**config.mk**
```make
export PLATFORM = sky130hd
export DESIGN_NAME = spi_mhost_ctrl
export DESIGN_NICKNAME = d
export VERILOG_FILES = /design/src/rtl/spi_mh_pkg.sv /design/src/rtl/spi_mh_sync.sv /design/src/rtl/spi_mh_regs.sv /design/src/rtl/spi_mh_shifter.sv /design/src/rtl/spi_mhost_ctrl.sv
export SDC_FILE = /design/constraint.sdc
export NUM_CORES = 1
export LEC_CHECK = 0
export BUFFER_PORTS_ARGS = -buffer_cell sky130_fd_sc_hd__buf_4
export CORE_ASPECT_RATIO = 2
export CORE_MARGIN = 2
export CORE_UTILIZATION = 54
export CTS_CLUSTER_SIZE = 20
export DETAILED_ROUTE_END_ITERATION = 6
export GPL_TIMING_DRIVEN = 0
export PLACE_DENSITY = 0.78
export SYNTH_ARGS = -nofsm -noshare
export SYNTH_HDL_FRONTEND = slang
export SYNTH_SLANG_ARGS = --single-unit
```
**constraint.sdc**
```tcl
create_clock -name clk -period 2.51 [get_ports clk]
set_input_delay 0.753 -clock clk [delete_from_list [all_inputs] [get_ports clk]]
set_output_delay 0.753 -clock clk [all_outputs]
set_load 0.01 [all_outputs]
```
**src/rtl/spi_mh_pkg.sv**
```systemverilog
package spi_mh_pkg;

    typedef enum logic [2:0] {
        ENG_IDLE,
        ENG_H_LOW,
        ENG_H_HIGH,
        ENG_C_RUN,
        ENG_FINISH
    } eng_state_e;

    typedef enum logic {
        ROLE_CLIENT,
        ROLE_HOST
    } role_e;

    localparam int CTL_HOST   = 0;
    localparam int CTL_SELDIS = 1;
    localparam int CTL_SSOUT  = 2;
    localparam int CTL_IE     = 3;

    localparam logic [1:0] ADDR_CTRL = 2'd0;
    localparam logic [1:0] ADDR_FLAG = 2'd1;
    localparam logic [1:0] ADDR_DATA = 2'd2;

endpackage

```
**src/rtl/spi_mh_sync.sv**
```systemverilog
module spi_mh_sync #(
    parameter int   STAGES  = 3,
    parameter logic RST_VAL = 1'b0
) (
    input  logic clk,
    input  logic rst_n,
    input  logic d,
    output logic now_q,
    output logic prev_q
);
    logic [STAGES-1:0] stage_q;

    // stage 0 takes the pin; each later stage takes its neighbour
    genvar g;
    generate
        for (g = 0; g < STAGES; g++) begin : g_stage
            if (g == 0) begin : g_first
                always_ff @(posedge clk or negedge rst_n) begin
                    if (!rst_n) stage_q[g] <= RST_VAL;
                    else        stage_q[g] <= d;
                end
            end else begin : g_next
                always_ff @(posedge clk or negedge rst_n) begin
                    if (!rst_n) stage_q[g] <= RST_VAL;
                    else        stage_q[g] <= stage_q[g-1];
                end
            end
        end
    endgenerate

    assign now_q  = stage_q[STAGES-2];
    assign prev_q = stage_q[STAGES-1];
endmodule

```
**src/rtl/spi_mh_regs.sv**
```systemverilog
module spi_mh_regs
    import spi_mh_pkg::*;
#(
    parameter int DW = 8
) (
    input  logic          clk,
    input  logic          rst_n,
    input  logic          reg_wr,
    input  logic [1:0]    reg_addr,
    input  logic [DW-1:0] reg_wdata,
    input  logic          ss_low_stable,
    input  logic          xfer_done,
    input  logic          gie,
    output logic          host_en,
    output logic          sel_dis,
    output logic          ss_out,
    output logic          irq_en,
    output logic          flag,
    output logic          irq,
    output logic          fault,
    output logic          start,
    output logic [DW-1:0] tx_buf,
    output logic [DW-1:0] reg_rdata
);
    role_e role_q, role_d;
    logic  sel_dis_q, ss_out_q, irq_en_q, flag_q;
    logic  ctl_wr, flag_wr, data_wr;

    assign ctl_wr  = reg_wr && (reg_addr == ADDR_CTRL);
    assign flag_wr = reg_wr && (reg_addr == ADDR_FLAG);
    assign data_wr = reg_wr && (reg_addr == ADDR_DATA);

    // another host claims the bus through an input-configured select line
    assign fault = (role_q == ROLE_HOST) && !sel_dis_q && !ss_out_q && ss_low_stable;

    always_comb begin
        role_d = role_q;
        unique case (role_q)
            ROLE_CLIENT: if (ctl_wr && reg_wdata[CTL_HOST]) role_d = ROLE_HOST;
            ROLE_HOST: begin
                if (fault)                                   role_d = ROLE_CLIENT;
                else if (ctl_wr && !reg_wdata[CTL_HOST])     role_d = ROLE_CLIENT;
            end
        endcase
    end

    always_ff @(posedge clk or negedge rst_n) begin
        if (!rst_n) role_q <= ROLE_CLIENT;
        else        role_q <= role_d;
    end

    always_ff @(posedge clk or negedge rst_n) begin
        if (!rst_n) begin
            sel_dis_q <= 1'b0;
            ss_out_q  <= 1'b0;
            irq_en_q  <= 1'b0;
        end else if (ctl_wr) begin
            sel_dis_q <= reg_wdata[CTL_SELDIS];
            ss_out_q  <= reg_wdata[CTL_SSOUT];
            irq_en_q  <= reg_wdata[CTL_IE];
        end
    end

    // setting has priority over the write-one clear
    always_ff @(posedge clk or negedge rst_n) begin
        if (!rst_n)                      flag_q <= 1'b0;
        else if (fault || xfer_done)     flag_q <= 1'b1;
        else if (flag_wr && reg_wdata[0]) flag_q <= 1'b0;
    end

    always_ff @(posedge clk or negedge rst_n) begin
        if (!rst_n)       tx_buf <= '0;
        else if (data_wr) tx_buf <= reg_wdata;
    end

    always_comb begin
        host_en = (role_q == ROLE_HOST);
        sel_dis = sel_dis_q;
        ss_out  = ss_out_q;
        irq_en  = irq_en_q;
        flag    = flag_q;
        irq     = flag_q & irq_en_q & gie;
        start   = data_wr && (role_q == ROLE_HOST) && !fault;
        reg_rdata = '0;
        unique case (reg_addr)
            ADDR_CTRL: begin
                reg_rdata[CTL_HOST]   = (role_q == ROLE_HOST);
                reg_rdata[CTL_SELDIS] = sel_dis_q;
                reg_rdata[CTL_SSOUT]  = ss_out_q;
                reg_rdata[CTL_IE]     = irq_en_q;
            end
            ADDR_FLAG: reg_rdata[0] = flag_q;
            default:   reg_rdata    = '0;
        endcase
    end
endmodule

```
**src/rtl/spi_mh_shifter.sv**
```systemverilog
module spi_mh_shifter
    import spi_mh_pkg::*;
#(
    parameter int DW   = 8,
    parameter int HALF = 4
) (
    input  logic          clk,
    input  logic          rst_n,
    input  logic          host_role,
    input  logic          start,
    input  logic [DW-1:0] start_data,
    input  logic [DW-1:0] idle_data,
    input  logic          client_sel,
    input  logic          sck_rise,
    input  logic          sck_fall,
    input  logic          mosi_in,
    input  logic          miso_in,
    output logic          sck_o,
    output logic          mosi_o,
    output logic          miso_o,
    output logic [DW-1:0] rx_data,
    output logic          done
);
    localparam int CW   = (DW > 1) ? $clog2(DW) : 1;
    localparam int DIVW = $clog2(HALF + 1);

    eng_state_e      state_q, state_d;
    logic [DIVW-1:0] div_q;
    logic [CW-1:0]   bit_q;
    logic [DW-1:0]   sh_q;
    logic            samp_q;
    logic            half_end, last_bit;

    assign half_end = (div_q == DIVW'(HALF - 1));
    assign last_bit = (bit_q == CW'(DW - 1));

    always_comb begin
        state_d = state_q;
        unique case (state_q)
            ENG_IDLE: begin
                if (host_role && start)            state_d = ENG_H_LOW;
                else if (!host_role && client_sel) state_d = ENG_C_RUN;
            end
            ENG_H_LOW: begin
                if (!host_role)    state_d = ENG_IDLE;
                else if (half_end) state_d = ENG_H_HIGH;
            end
            ENG_H_HIGH: begin
                if (!host_role)    state_d = ENG_IDLE;
                else if (half_end) state_d = last_bit ? ENG_FINISH : ENG_H_LOW;
            end
            ENG_C_RUN: begin
                if (host_role || !client_sel) state_d = ENG_IDLE;
                else if (sck_fall && last_bit) state_d = ENG_FINISH;
            end
            ENG_FINISH: state_d = ENG_IDLE;
            default:    state_d = ENG_IDLE;
        endcase
    end

    always_ff @(posedge clk or negedge rst_n) begin
        if (!rst_n) state_q <= ENG_IDLE;
        else        state_q <= state_d;
    end

    always_ff @(posedge clk or negedge rst_n) begin
        if (!rst_n) begin
            div_q   <= '0;
            bit_q   <= '0;
            sh_q    <= '0;
            samp_q  <= 1'b0;
            rx_data <= '0;
        end else begin
            unique case (state_q)
                ENG_IDLE: begin
                    div_q <= '0;
                    bit_q <= '0;
                    if (state_d == ENG_H_LOW)      sh_q <= start_data;
                    else if (state_d == ENG_C_RUN) sh_q <= idle_data;
                end
                ENG_H_LOW: begin
                    if (half_end) begin
                        div_q  <= '0;
                        samp_q <= miso_in;
                    end else begin
                        div_q <= div_q + 1'b1;
                    end
                end
                ENG_H_HIGH: begin
                    if (half_end) begin
                        div_q <= '0;
                        sh_q  <= {sh_q[DW-2:0], samp_q};
                        bit_q <= bit_q + 1'b1;
                        if (last_bit) rx_data <= {sh_q[DW-2:0], samp_q};
                    end else begin
                        div_q <= div_q + 1'b1;
                    end
                end
                ENG_C_RUN: begin
                    if (sck_rise) samp_q <= mosi_in;
                    if (sck_fall) begin
                        sh_q  <= {sh_q[DW-2:0], samp_q};
                        bit_q <= bit_q + 1'b1;
                        if (last_bit) rx_data <= {sh_q[DW-2:0], samp_q};
                    end
                end
                ENG_FINISH: begin
                    div_q <= '0;
                    bit_q <= '0;
                end
                default: begin
                    div_q <= '0;
                    bit_q <= '0;
                end
            endcase
        end
    end

    always_comb begin
        sck_o  = (state_q == ENG_H_HIGH);
        mosi_o = sh_q[DW-1];
        miso_o = sh_q[DW-1];
        done   = (state_q == ENG_FINISH);
    end
endmodule

```
**src/rtl/spi_mhost_ctrl.sv**
```systemverilog
module spi_mhost_ctrl
    import spi_mh_pkg::*;
#(
    parameter int DW       = 8,
    parameter int SCK_HALF = 4,
    parameter int SYNC_LEN = 3
) (
    input  logic          clk,
    input  logic          rst_n,
    input  logic          gie,
    input  logic          reg_wr,
    input  logic [1:0]    reg_addr,
    input  logic [DW-1:0] reg_wdata,
    output logic [DW-1:0] reg_rdata,
    output logic [DW-1:0] rx_data,
    output logic          xfer_done,
    output logic          irq,
    input  logic          sck_i,
    output logic          sck_o,
    output logic          sck_oe,
    input  logic          mosi_i,
    output logic          mosi_o,
    output logic          mosi_oe,
    input  logic          miso_i,
    output logic          miso_o,
    output logic          miso_oe,
    input  logic          ss_i
);
    logic          ss_now, ss_prev, sck_now, sck_prev;
    logic          ss_low_stable, client_sel;
    logic          host_en, sel_dis, ss_out, irq_en, flag, fault, start;
    logic [DW-1:0] tx_buf;
    logic          sck_rise, sck_fall;

    spi_mh_sync #(.STAGES(SYNC_LEN), .RST_VAL(1'b1)) u_ss_sync (
        .clk(clk), .rst_n(rst_n), .d(ss_i), .now_q(ss_now), .prev_q(ss_prev)
    );

    spi_mh_sync #(.STAGES(SYNC_LEN), .RST_VAL(1'b0)) u_sck_sync (
        .clk(clk), .rst_n(rst_n), .d(sck_i), .now_q(sck_now), .prev_q(sck_prev)
    );

    // two consecutive low samples are needed before a claim counts
    assign ss_low_stable = !ss_now && !ss_prev;
    assign client_sel    = !ss_now;
    assign sck_rise      = sck_now && !sck_prev;
    assign sck_fall      = !sck_now && sck_prev;

    spi_mh_regs #(.DW(DW)) u_regs (
        .clk(clk), .rst_n(rst_n), .reg_wr(reg_wr), .reg_addr(reg_addr),
        .reg_wdata(reg_wdata), .ss_low_stable(ss_low_stable),
        .xfer_done(xfer_done), .gie(gie), .host_en(host_en), .sel_dis(sel_dis),
        .ss_out(ss_out), .irq_en(irq_en), .flag(flag), .irq(irq), .fault(fault),
        .start(start), .tx_buf(tx_buf), .reg_rdata(reg_rdata)
    );

    spi_mh_shifter #(.DW(DW), .HALF(SCK_HALF)) u_shift (
        .clk(clk), .rst_n(rst_n), .host_role(host_en), .start(start),
        .start_data(reg_wdata), .idle_data(tx_buf), .client_sel(client_sel),
        .sck_rise(sck_rise), .sck_fall(sck_fall), .mosi_in(mosi_i),
        .miso_in(miso_i), .sck_o(sck_o), .mosi_o(mosi_o), .miso_o(miso_o),
        .rx_data(rx_data), .done(xfer_done)
    );

    assign sck_oe  = host_en;
    assign mosi_oe = host_en;
    assign miso_oe = !host_en && client_sel;
endmodule

```
==> impl_metrics.toml <==
[sta]
slew_violations = 0
fin_worst_hold_slack_ns = 0.362
final.setup.tns_ns = 0
fmax_ghz = 0.444
slew_headroom_pct = 62.6
tightest_slew_ns = 0.561
finalCritPeriodShare_pct = 89.8
rsz0062_at_grt = "no"
min_period_ns = 2.25
worst_slack_ns = 0.255
setup_viol = 0
final-hold-violation-count = 0
skew_ns = 0.00353

[route]
first_iter_violations = 52
ant_nets = 0
routed_wl_um = 4850
routed_via_density = 5.66
wire_per_inst_um = 16.8
dr.pass1.iters = 5
route.vias.total = 1635
drc = 0

[floorplanning]
fp.dieH_um = 93.6
rows = 32
start_util_pct = 56.4
dieArea_mm2 = 0.00457
io_pins = 42
die_w_um = 48.8
coreArea_mm2 = 0.00384

[worst_setup_path]
slowest_delay_ns = 0.43
critPathBufInv = 0
cp_max_fo = 8
critPathKind = "reg2reg"
r2r-end = "u_shift.sh_q[6]$_DFFE_PN0P_"
end_kind = "register"
r2r_slack_ns = 0.26
worst_path_most_repeated_cell = "ha_1"
r2r_start = "u_shift.bit_q[0]$_DFFE_PN0P_"
crit_arrival_ns = 2.43
start_kind = "register"
cp_slowest_cell = "a222oi_1"
critical-path-top-delay-family = "compound AO/OA/AOI/OAI gates"
worstPathRequired_ns = 2.68
crit_chain = "ha_1, ha_1, nor4_1, nor4_2, o2bb2ai_2, a222oi_1, a21oi_1"
reg2reg_depth = 7

[yosys]
yosysWarnings = 0
synth_top_family_by_area = "simple AND/OR/NAND/NOR gates"
ys_types = 42
netlist_top_cells_area = "dfrtp_1, mux2_1, a222oi_1"
synth-seq-cells = 45
ys_seq_area_share_pct = 52.1
synth_adder_area_share_pct = 2.19
synthesis.area_mm2 = 0.00217
synth-xor-area-share_pct = 0
synth_compound_area_share_pct = 12.7
synth_edf_count = 0
synth_largest_area_cell = "dfrtp_1"
synthFlopType = "dfrtp_1"
muxShareOfSynthArea_pct = 11.8
synthSimpleGateAreaFrac_pct = 16.0
synth_area_per_cell_um2 = 11.4
async_flop_share_pct = 100
synth.most_common_cell = "dfrtp_1"
syn-instance-count = 190
yosysTopAreaCellShare_pct = 48.5
synthTopCellsByCount = "dfrtp_1, nor2_1, mux2_1"

[grt]
grt_overflow = 0
grt_pass1_wl_um = 8010
first_global_vias = 1687
grt_util_all_layers_pct = 23.0
grt_max_degree = 46
antenna_found_initial = 0

[final_layout]
diodes = 0
finalInstanceArea_mm2 = 0.00264
area_delta_synth_final_pct = 21.5
fin_nets = 258
drive_above_1_share_pct = 29.8

[clock_network]
clock_latency_ns = 0.29
post-cts-setup-buffers = 0
cts_root_buf = "clkbuf_8"
h-tree-depth = 2
cts_sinks = 45
cts_resized = 0
clk_path_buf_depth = 2
cts_tree = "done"
clk_pin_slew_ns = 0.08
cts_hold_buffers = 0
cts_buffers = 5

[placement]
io_buffer_count = 37
postPlaceCellArea_mm2 = 0.00252
dp_hpwl_um = 3570
dpl_worst_slack_ns = -0.0536
gp_congestion = 0.903

[run_status]
status = "completed"

[flow_run]
maxCapViolCount = 0

[hold_path]
min_from = "u_sck_sync.stage_q[0]$_DFF_PN0_"
hold_class = "reg2reg"
min_to = "u_sck_sync.now_q$_DFF_PN0_"
holdPathStages = 0

[power]
ir_drop_v = 0.000813
cellPowerDensity_mw_per_mm2 = 948
leakagePower_nw = 1.25
[layer usage]
| layer | vias to the layer above | GRT usage, % | share of wire, % |
|---|---|---|---|
| met5 | - | 0 | 0 |
| met4 | 0 | 8.81 | 1.5 |
| met3 | 8 | 3.67 | 3.6 |
| met2 | 51 | 43.4 | 58 |
| met1 | 804 | 25.1 | 37 |
| li1 | 772 | - | - |
[cells by family after synthesis]
logic type / count (synthesis)
flip-flops: 45
other: 1
AND/OR/NAND/NOR: 63
multiplexers: 23
adder cells (fa/ha/maj): 4
buffers and inverters: 18
AO/OA/AOI/OAI: 36
[where the power goes]
| group | internal [mW] | switching (mW) |
|---|---|---|
| combinational | 0.414 | 0.535 |
| sequential | 0.882 | 0.122 |
| clock | 0.299 | 0.247 |
| total | 1.60 | 0.904 |
[cells in the final DEF (no fill, tap or decap), types with 3 or more instances in the layout]
| master | n |
|---|---|
| conb_1 | 4 |
| buf_2 | 4 |
| mux2_1 | 19 |
| a222oi_1 | 8 |
| dfstp_2 | 3 |
| buf_4 | 43 |
| and2_1 | 4 |
| nor2_1 | 21 |
| mux2i_1 | 3 |
| clkbuf_8 | 5 |
| nand2b_1 | 3 |
| clkbuf_1 | 4 |
| o21ai_1 | 3 |
| dfrtp_1 | 42 |
| ha_1 | 3 |
| nand2_1 | 16 |
| a21oi_1 | 15 |
| nor3_1 | 3 |
[through the flow]
stage               total power [mW]  util, %  cells
floorplan                       1.66        -    193
global placement                1.93     65.6    281
detailed placement              1.96     65.6    281
CTS                             2.51     68.5    289
global route                    2.67     68.6    289
finish                          2.50     68.6    289
[flip-flops by register name, indices dropped and copies added (netlist names), 3 cells and up]
name	flops
u_regs.tx_buf	8
u_shift.state_q	3
u_shift.rx_data	8
u_shift.bit_q	3
u_shift.sh_q	8
u_shift.div_q	3
[how the worst max path moves through the flow]
| stage | start | to | slack (ns) | cells after the start |
|---|---|---|---|---|
| after global placement | reg_addr[0] | u_shift.sh_q[5]$_DFFE_PN0P_ | -0.06 | 7 |
| after detailed placement | reg_addr[0] | u_shift.sh_q[6]$_DFFE_PN0P_ | -0.05 | 7 |
| final | u_shift.bit_q[0]$_DFFE_PN0P_ | u_shift.sh_q[6]$_DFFE_PN0P_ | 0.26 | 7 |
| after CTS | u_shift.div_q[0]$_DFFE_PN0P_ | u_shift.rx_data[1]$_DFFE_PN0P_ | 0.16 | 6 |
| after global routing | u_shift.div_q[0]$_DFFE_PN0P_ | u_shift.rx_data[2]$_DFFE_PN0P_ | 0.11 | 6 |
| after floorplan | reg_addr[0] | u_shift.sh_q[0]$_DFFE_PN0P_ | 0.35 | 6 |
[final cells by class]
type	instances	area, um2
plain buffers	15	98.8
clock buffers	6	72.6
clock inverters	2	38.8
fillers	327	1210
inverters	3	11.3
multi-input cells	130	942
flip-flops and latches	45	1130
well taps	51	63.8
repair buffers	37	278
Power figures use the tool's default switching activity.
